$ cat config.mk
export PLATFORM = sky130hd
export DESIGN_NAME = io_window_decoder
export DESIGN_NICKNAME = d
export VERILOG_FILES = /design/src/rtl/io_win_pkg.sv /design/src/rtl/io_win_regs.sv /design/src/rtl/io_win_match.sv /design/src/rtl/io_window_decoder.sv
export SDC_FILE = /design/constraint.sdc
export NUM_CORES = 1
export LEC_CHECK = 0
export ABC_AREA = 1
export ABC_CLOCK_PERIOD_IN_PS = 1900
export CORE_MARGIN = 4
export CORE_UTILIZATION = 53
export CTS_CLUSTER_SIZE = 20
export DETAILED_ROUTE_END_ITERATION = 8
export PLACE_DENSITY = 0.77
export SYNTH_ARGS = -nofsm -noshare
export SYNTH_HDL_FRONTEND = slang
export SYNTH_SLANG_ARGS = --single-unit
$ cat constraint.sdc
create_clock -name clk -period 1.9 [get_ports clk]
set_clock_uncertainty 0.15 [all_clocks]
set_input_delay 0.38 -clock clk [delete_from_list [all_inputs] [get_ports clk]]
set_output_delay 0.38 -clock clk [all_outputs]
set_load 0.01 [all_outputs]
$ cat src/rtl/io_win_pkg.sv
package io_win_pkg;
    localparam int WIN_COUNT = 2;
    localparam int WIN_IDX_W = (WIN_COUNT > 1) ? $clog2(WIN_COUNT) : 1;
    localparam int ADDR_W    = 16;
    localparam int BYTE_W    = 8;
    localparam int IDX_W     = 8;
    localparam int NIB_W     = 4;
    localparam int BYTES_PER_ADDR = ADDR_W / BYTE_W;
    localparam int SLOTS_PER_WIN  = 2 * BYTES_PER_ADDR;
    localparam int EN_BIT_BASE    = 6;

    localparam logic [IDX_W-1:0] IDX_ENABLE   = 8'h06;
    localparam logic [IDX_W-1:0] IDX_OPTIONS  = 8'h07;
    localparam logic [IDX_W-1:0] IDX_WIN_BASE = 8'h08;

    // option nibble bit positions
    localparam int OPT_FIX16 = 0;
    localparam int OPT_CARD16 = 1;
    localparam int OPT_ZWS = 2;
    localparam int OPT_TSET = 3;

    typedef struct packed {
        logic [WIN_COUNT-1:0][ADDR_W-1:0] lo;
        logic [WIN_COUNT-1:0][ADDR_W-1:0] hi;
        logic [BYTE_W-1:0]                en;
        logic [BYTE_W-1:0]                opt;
    } win_regs_t;

    typedef struct packed {
        logic                 hit;
        logic [WIN_IDX_W-1:0] win;
        logic [WIN_COUNT-1:0] sel;
        logic                 wide;
        logic                 zws;
        logic                 tset;
    } dec_out_t;
endpackage

$ cat src/rtl/io_win_regs.sv
module io_win_regs
    import io_win_pkg::*;
(
    input  logic              clk,
    input  logic              rst_n,
    input  logic              wr_en,
    input  logic [IDX_W-1:0]  idx,
    input  logic [BYTE_W-1:0] wdata,
    output logic [BYTE_W-1:0] rdata,
    output win_regs_t         regs
);
    win_regs_t regs_d, regs_q;

    always_comb begin
        regs_d = regs_q;
        rdata  = '0;
        if (idx == IDX_ENABLE) begin
            rdata = regs_q.en;
            if (wr_en) regs_d.en = wdata;
        end
        if (idx == IDX_OPTIONS) begin
            rdata = regs_q.opt;
            if (wr_en) regs_d.opt = wdata;
        end
        for (int w = 0; w < WIN_COUNT; w++) begin
            for (int b = 0; b < BYTES_PER_ADDR; b++) begin
                if (idx == IDX_W'(int'(IDX_WIN_BASE) + SLOTS_PER_WIN*w + b)) begin
                    rdata = regs_q.lo[w][BYTE_W*b +: BYTE_W];
                    if (wr_en) regs_d.lo[w][BYTE_W*b +: BYTE_W] = wdata;
                end
                if (idx == IDX_W'(int'(IDX_WIN_BASE) + SLOTS_PER_WIN*w + BYTES_PER_ADDR + b)) begin
                    rdata = regs_q.hi[w][BYTE_W*b +: BYTE_W];
                    if (wr_en) regs_d.hi[w][BYTE_W*b +: BYTE_W] = wdata;
                end
            end
        end
    end

    always_ff @(posedge clk or negedge rst_n) begin
        if (!rst_n) regs_q <= '0;
        else        regs_q <= regs_d;
    end

    assign regs = regs_q;

    // an option write is visible one clock later
    assert_opt_write_R2: assert property (@(posedge clk) disable iff (!rst_n)
        (wr_en && idx == IDX_OPTIONS) |=> (regs_q.opt == $past(wdata)));
    // unmapped indices read zero
    assert_unmapped_zero_R2: assert property (@(posedge clk) disable iff (!rst_n)
        (idx < IDX_ENABLE || idx >= IDX_W'(int'(IDX_WIN_BASE) + SLOTS_PER_WIN*WIN_COUNT))
        |-> (rdata == '0));
endmodule

$ cat src/rtl/io_win_match.sv
module io_win_match
    import io_win_pkg::*;
(
    input  logic              clk,
    input  logic              rst_n,
    input  logic              enable,
    input  logic [ADDR_W-1:0] addr,
    input  logic [ADDR_W-1:0] lo,
    input  logic [ADDR_W-1:0] hi,
    output logic              match
);
    always_comb begin
        match = enable && (addr >= lo) && (addr <= hi);
    end

    // an inverted window claims nothing
    assert_inverted_nohit_R4: assert property (@(posedge clk) disable iff (!rst_n)
        (lo > hi) |-> !match);
    // a disabled window claims nothing
    assert_disabled_nohit_R3: assert property (@(posedge clk) disable iff (!rst_n)
        !enable |-> !match);
endmodule

$ cat src/rtl/io_window_decoder.sv
module io_window_decoder
    import io_win_pkg::*;
(
    input  logic                 clk,
    input  logic                 rst_n,
    input  logic                 reg_we,
    input  logic [IDX_W-1:0]     reg_idx,
    input  logic [BYTE_W-1:0]    reg_wdata,
    output logic [BYTE_W-1:0]    reg_rdata,
    input  logic                 io_strobe,
    input  logic [ADDR_W-1:0]    io_addr,
    input  logic                 card_iocs16,
    output logic                 io_hit,
    output logic [WIN_IDX_W-1:0] hit_win,
    output logic [WIN_COUNT-1:0] card_sel,
    output logic                 wide16,
    output logic                 zero_wait,
    output logic                 timing_sel
);
    win_regs_t             regs;
    logic [WIN_COUNT-1:0]  win_match;
    logic [NIB_W-1:0]      win_opt [WIN_COUNT];
    dec_out_t              out_d, out_q;

    io_win_regs u_regs (
        .clk   (clk),
        .rst_n (rst_n),
        .wr_en (reg_we),
        .idx   (reg_idx),
        .wdata (reg_wdata),
        .rdata (reg_rdata),
        .regs  (regs)
    );

    for (genvar w = 0; w < WIN_COUNT; w++) begin : g_win
        io_win_match u_match (
            .clk    (clk),
            .rst_n  (rst_n),
            .enable (regs.en[EN_BIT_BASE + w]),
            .addr   (io_addr),
            .lo     (regs.lo[w]),
            .hi     (regs.hi[w]),
            .match  (win_match[w])
        );
        assign win_opt[w] = regs.opt[NIB_W*w +: NIB_W];
    end

    always_comb begin
        logic [NIB_W-1:0] opt_sel;
        out_d   = '0;
        opt_sel = '0;
        if (io_strobe) begin
            // descending scan: lowest-numbered match is assigned last and wins
            for (int w = WIN_COUNT - 1; w >= 0; w--) begin
                if (win_match[w]) begin
                    out_d.hit = 1'b1;
                    out_d.win = WIN_IDX_W'(w);
                    out_d.sel = WIN_COUNT'(1) << w;
                    opt_sel   = win_opt[w];
                end
            end
            if (out_d.hit) begin
                out_d.wide = opt_sel[OPT_CARD16] ? card_iocs16 : opt_sel[OPT_FIX16];
                out_d.zws  = opt_sel[OPT_ZWS];
                out_d.tset = opt_sel[OPT_TSET];
            end
        end
    end

    always_ff @(posedge clk or negedge rst_n) begin
        if (!rst_n) out_q <= '0;
        else        out_q <= out_d;
    end

    assign io_hit     = out_q.hit;
    assign hit_win    = out_q.win;
    assign card_sel   = out_q.sel;
    assign wide16     = out_q.wide;
    assign zero_wait  = out_q.zws;
    assign timing_sel = out_q.tset;

    // no strobe, no hit on the next clock
    assert_idle_nohit_R6: assert property (@(posedge clk) disable iff (!rst_n)
        !io_strobe |=> !io_hit);
    // at most one card select
    assert_sel_onehot_R5: assert property (@(posedge clk) disable iff (!rst_n)
        $onehot0(card_sel));
    // window 0 wins whenever it matches a strobed address
    assert_win0_priority_R5: assert property (@(posedge clk) disable iff (!rst_n)
        (io_strobe && win_match[0]) |=> (io_hit && hit_win == '0 && card_sel[0]));
    // options are quiet on a miss
    assert_miss_quiet_R8: assert property (@(posedge clk) disable iff (!rst_n)
        !io_hit |-> !(wide16 || zero_wait || timing_sel));
    // hit and card select agree
    assert_hit_sel_R3: assert property (@(posedge clk) disable iff (!rst_n)
        io_hit == (card_sel != '0));
endmodule

Word level (Yosys, flattened, before mapping)
Index checks and enable logic that the tools add are counted.

Latch bits: 0. Memory bits (writable): 0. Bits in read-only memories: 0. Register bits after elaboration: 87. Memories: 0. Logic and storage cells: 63. Output and inout bits: 15.

Mux-type cells: 19. Eq/ne operators: 10. Shifts and indexed selects: 0. Reduce and logical (&&, ||, !) cells: 14. Divide/modulo/power cells: 0. Magnitude comparators: 4. Bitwise operators: 0. Multipliers: 0. Add/sub/neg operators: 0.

Operators by type and width (number): $mux 8 (10); $eq 8x4->1 const B (8); $ge 16x16->1 (2); $le 16x16->1 (2); $mux 4 (6); $reduce_and 2->1 (10); $eq 8x3->1 const B (2); $mux 7 (1); $logic_and 1x1->1 (4); $mux 3 (1); $mux 1 (1).

Logic depth before layout (Yosys ltp)
Depth after elaboration: 11. Mapped depth: 16. Mapped depth without buffers: 16.

Modules after synthesis
A second synthesis with hierarchy kept.

Cells, all modules: 765. Area, all modules: 5818.1 µm².

Modules (own cells, without submodules): io_win_regs (instances 1, cells each 450, area an instance 3828.7 µm²); io_win_match (g_win[1].u_match) (instances 1, cells each 142, area an instance 870.8 µm²); io_win_match (g_win[0].u_match) (instances 1, cells each 142, area an instance 857.1 µm²); io_window_decoder (instances 1, cells each 31, area an instance 261.5 µm²).

Worst setup path before layout
OpenSTA, ideal clock, no wires.

Kind: input-to-output. From: input port reg_idx[5]. To: output port reg_rdata[0]. Slack: -0.095 ns. Buffers on the path: 1. Arrival: 1.465 ns. Stages on the path: 8. Path through: nor2_1 nand3_1 buf_2 nor4_4 nand2_1 nand4_1 nand2_1 nand4_1.

Word-level cells in the longest chain between the ends: 11. Elaborated cells on any way between the ends: 20. Classes of those cells: eq/ne (10); mux (10).

Ends and longest elaborated chain: from (decl) (RTL line io_window_decoder.sv:7) `input logic [IDX_W-1:0] reg_idx,`; $eq 8x3->1 (RTL line io_win_regs.sv:17) `if (idx == IDX_ENABLE) begin`; $mux 8 (RTL line io_win_regs.sv:17); $mux 8 (RTL line io_win_regs.sv:21) `if (idx == IDX_OPTIONS) begin`; $mux 8 (RTL line io_win_regs.sv:27) `if (idx == IDX_W'(int'(IDX_WIN_BASE) + SLOTS_PER_WIN*w + b)) begin`; $mux 8 (RTL line io_win_regs.sv:31) `if (idx == IDX_W'(int'(IDX_WIN_BASE) + SLOTS_PER_WIN*w + BYTES_PER_ADDR + b)) begin`; $mux 8 (RTL line io_win_regs.sv:27); $mux 8 (RTL line io_win_regs.sv:31); $mux 8 (RTL line io_win_regs.sv:27); $mux 8 (RTL line io_win_regs.sv:31); $mux 8 (RTL line io_win_regs.sv:27); $mux 8 (*) (RTL line io_win_regs.sv:31); to (decl) (RTL line io_window_decoder.sv:9) `output logic [BYTE_W-1:0] reg_rdata,`.

Every way passes the cells marked *; elsewhere a longest branch is shown, timed or not.

Final worst setup path
From: input port reg_idx[4]. To: output port reg_rdata[1].

The elaborated chain is that of the path after synthesis.

==> results.py <==
metrics = {
    "detailed_routing": {
        "met2RoutedLength_mm": 9.044,
        "met3WireLength_mm": 1.468,
        "met1_length_mm": 7.637,
        "vias_per_cell": 5.474,
        "wl_per_cell_um": 18.30,
        "route.final.wire_length_mm": 19.11,
        "drt_first_iter_violations": 337,
        "detailroute.via_count": 5715,
        "drc": 0,
        "top_layer_used": "met4",
        "antenna_left": 0,
        "detail_route.first_pass.iterations": 5,
    },
    "die": {
        "num_io_pins": 52,
        "fp.dieH_um": 111.0,
        "core.rowCount": 37,
        "die-width_um": 111.0,
        "core_area_sq_um": 10320,
        "die_area_sq_um": 12310,
        "initial_core_util_pct": 54.42,
    },
    "logic_synthesis": {
        "synth_cell_types": 28,
        "cell_taking_the_most_area_after_synthesis": "sky130_fd_sc_hd__dfrtp_1",
        "synth_top_area_share_pct": 38.31,
        "syn_avg_cell_area_sq_um": 7.664,
        "net_count_synth": 834,
        "synth.yosys.warnings": 0,
        "synth_async_sr_flop_share_pct": 100.0,
        "synth_seq_area_share_pct": 38.31,
        "post_synthesis_cell_count": 733,
        "number_of_flops_mapped_to_enable_cells_by_yosys": 0,
        "synth-main-ff-cell": "sky130_fd_sc_hd__dfrtp_1",
        "main_area_contributors_after_synthesis": "sky130_fd_sc_hd__dfrtp_1 (38%), sky130_fd_sc_hd__nand2_1 (15%), sky130_fd_sc_hd__ha_1 (14%), sky130_fd_sc_hd__inv_1 (6.7%), sky130_fd_sc_hd__o21ai_1 (5.0%)",
        "cell_area_after_technology_mapping_sq_um": 5618,
        "ys_seq_elements": 86,
    },
    "timing": {
        "tightestPinTransition_ps": 476.4,
        "finalHoldViolCount": 0,
        "grt_setup_unrepaired": "yes",
        "portion_of_the_clock_cycle_consumed_by_the_worst_path_in_the_final_layout_pct": 119.8,
        "drv_slew": 0,
        "timing.hold.ws_ps": 344.5,
        "slew_headroom_pct": 68.24,
        "timing.final.ws_setup_ps": -376.3,
        "setup_viol": 14,
        "max_clock_freq_mhz": 439.3,
        "finalCriticalPeriod_ps": 2276,
    },
    "clock_network": {
        "cts.root.buffer_cell": "sky130_fd_sc_hd__clkbuf_8",
        "cts_num_sinks": 86,
        "clock_insertion_delay_worst_skew_ps": 380,
        "htreeDepth": 3,
        "clk_pin_slew_worst_paths_ps": 90,
        "cts_tree": "built",
        "clock_path_buffers": 2,
        "cts-buffers-inserted": 9,
    },
    "global_routing": {
        "grt_remaining_overflow": 0,
        "vias_in_the_first_global_route": 5743,
        "track_usage_pct": 30.03,
        "grt_first_pass_wirelength_mm": 28.89,
        "grt_start_max_net_pins": 87,
        "antenna_found_initial": 0,
    },
    "power_and_ir_drop": {
        "power.share.sequential_pct": 44.5,
        "power.combinational.fraction_pct": 22.1,
        "p_int_w": 0.003095,
        "vdd.ir_drop.worst_mv": 0.4474,
        "power.share.switching_pct": 30.24,
        "clockPowerShare_pct": 33.5,
        "p_sw_w": 0.001342,
        "total_power_w": 0.004437,
        "power_density_nw_per_um2": 556.5,
        "power.leakage_nw": 3.821,
    },
    "setup_path": {
        "crit_path_max_incr_delay_ps": 190,
        "timing.setup.critical_path_class": "in -> out",
        "worst_ep_arrival_time_ps": 1750,
        "cp_cell_sequence": "buf_6, nor2_4, nand3_4, buf_8, nor4_4, buf_4, buf_6, nand2_2, nand4_1, nor2_1, nand4_1, buf_2",
        "timing.critical_path.fanout_max": 6,
        "critPathSlowestCell": "sky130_fd_sc_hd__buf_4",
        "critPathTopFamily": "simple AND/OR/NAND/NOR gates",
        "required_ps": 1370,
        "end_kind": "output pin",
        "worst-path-buf-inv": 5,
        "critical_path.startpoint_type": "primary input",
    },
    "cells_and_area": {
        "drive_gt1_share_pct": 32.93,
        "synthToLayoutAreaGrowth_pct": 41.92,
        "filler_cell_count": 717,
        "insertedDiodeCount": 0,
        "nNetsFinal": 1004,
        "layoutNonFillerInstCount": 1044,
        "final_core_utilization_pct": 77.23,
    },
    "job": {
        "count_of_max_cap_constraint_violations": 0,
    },
    "place": {
        "placement.io_buffers": 51,
        "place.detailed.instances": 1010,
        "detailedPlacementHpwl_mm": 13.39,
        "gp_congestion": 0.9616,
    },
    "run_status": {
        "run_status": "complete, but fails checks",
        "violations": "setup timing",
    },
    "worst_hold_path": {
        "min_delay_path_class": "reg -> reg",
    },
}
[layer usage]
layer  vias up  GRT usage (%)
li1       2718              -
met1      2663          37.56
met2       259          49.68
met3        75          4.749
met4         0          16.42
met5         -              0
[cell usage after synthesis (3+ instances only)]
library cell / n
sky130_fd_sc_hd__buf_6: 3
sky130_fd_sc_hd__a21o_1: 4
sky130_fd_sc_hd__o21ai_2: 8
sky130_fd_sc_hd__nand2_1: 222
sky130_fd_sc_hd__o21ai_1: 56
sky130_fd_sc_hd__nand2_4: 5
sky130_fd_sc_hd__clkbuf_1: 3
sky130_fd_sc_hd__inv_2: 5
sky130_fd_sc_hd__buf_2: 5
sky130_fd_sc_hd__nor3_4: 3
sky130_fd_sc_hd__ha_1: 64
sky130_fd_sc_hd__nor2_1: 41
sky130_fd_sc_hd__nand2_2: 7
sky130_fd_sc_hd__nor3_1: 10
sky130_fd_sc_hd__nor3_2: 3
sky130_fd_sc_hd__dfrtp_1: 86
sky130_fd_sc_hd__nand3_1: 25
sky130_fd_sc_hd__o21ai_0: 28
sky130_fd_sc_hd__nand4_1: 16
sky130_fd_sc_hd__inv_1: 100
sky130_fd_sc_hd__a21oi_1: 29
[worst min-delay path, delay by kind of cell, from the launching register on]
kind               cells  cell delay [ps]
and+or+nand+nor        1               50
AOI/OAI and AO/OA      1               60
DFF                    1              360
[layout make-up]
class                           count  area [sq um]  area share [%]
Clock buffer                        9         123.9           1.554
Sequential cell                    86          2152           26.99
Timing Repair Buffer              172          1440           18.06
Tap cell                          136         170.2           2.134
Multi-Input combinational cell    528          3576           44.85
Inverter                          106         407.9           5.116
Clock inverter                      7         102.6           1.287
[through the flow]
step | cell area, sq um | setup WS, ps | setup TNS (ps)
finish | 7973 | -376.3 | -3619
global route | 7973 | -449.1 | -4787
CTS | 7749 | -390.2 | -3037
detailed placement | 7034 | -1208 | -43390
global placement | 7034 | -1176 | -40860
floorplan | 5640 | -17.23 | -58.26
[registers in the layout (all words and copies together), names as in the netlist]
register and count:
io_hit 1, zero_wait 1, wide16 1, card_sel 2, timing_sel 1, u_regs.regs 80
[placed cells by master, fill, tap and decap left out, types with 11 or more instances in the layout]
cell type and instances:
sky130_fd_sc_hd__ha_1 46, sky130_fd_sc_hd__ha_4 18, sky130_fd_sc_hd__inv_2 24, sky130_fd_sc_hd__o21ai_0 23, sky130_fd_sc_hd__a21oi_1 18, sky130_fd_sc_hd__inv_1 78, sky130_fd_sc_hd__o21ai_1 59, sky130_fd_sc_hd__nand2_2 24
sky130_fd_sc_hd__buf_2 13, sky130_fd_sc_hd__nand2_1 200, sky130_fd_sc_hd__nor2_1 32, sky130_fd_sc_hd__buf_4 107, sky130_fd_sc_hd__nand3_1 12, sky130_fd_sc_hd__clkdlybuf4s50_1 19, sky130_fd_sc_hd__dlygate4sd2_1 11, sky130_fd_sc_hd__dfrtp_1 86
sky130_fd_sc_hd__nand4_1 16, sky130_fd_sc_hd__buf_6 12
[logic make-up after synthesis]
family / Yosys count / share of synthesized area, %
buffers and inverters: 119 / 8.597
and+or+nand+nor: 338 / 26.86
DFF: 86 / 38.31
AOI/OAI and AO/OA: 126 / 11.98
adders and majority gates: 64 / 14.25
[final timing paths]
check                                     start               to  slack, ps  cells past startpoint
worst max-delay path                 reg_idx[4]     reg_rdata[1]       -380                     12
worst min-delay path            u_regs.regs[50]  u_regs.regs[50]        340                      2
worst max register to register  u_regs.regs[63]           wide16       -190                     11
worst min register to register  u_regs.regs[50]  u_regs.regs[50]        340                      2
max in group asynchronous                 rst_n  u_regs.regs[29]        800                      3
min in group asynchronous                 rst_n  u_regs.regs[78]        420                      3
[power groups by stage]
stage | sequential, W | clock (W) | combinational, W
2_1_floorplan | 0.00199 | 0 | 0.000377
3_3_place_gp | 0.00200 | 0 | 0.000758
3_5_place_dp | 0.00200 | 0 | 0.000801
4_1_cts | 0.00197 | 0.00150 | 0.000897
5_1_grt | 0.00198 | 0.00156 | 0.00107
6_report | 0.00197 | 0.00148 | 0.000980
[timing repair]
action,4_1_cts,5_1_grt
gates resized for setup,187,49
hold endpoints to repair,86,0
setup endpoints to repair,48,14
pin swaps,33,17
hold buffers,1,0
cloned,1,0
setup buffers,13,5
No activity file was read; power rests on OpenSTA's default activity.
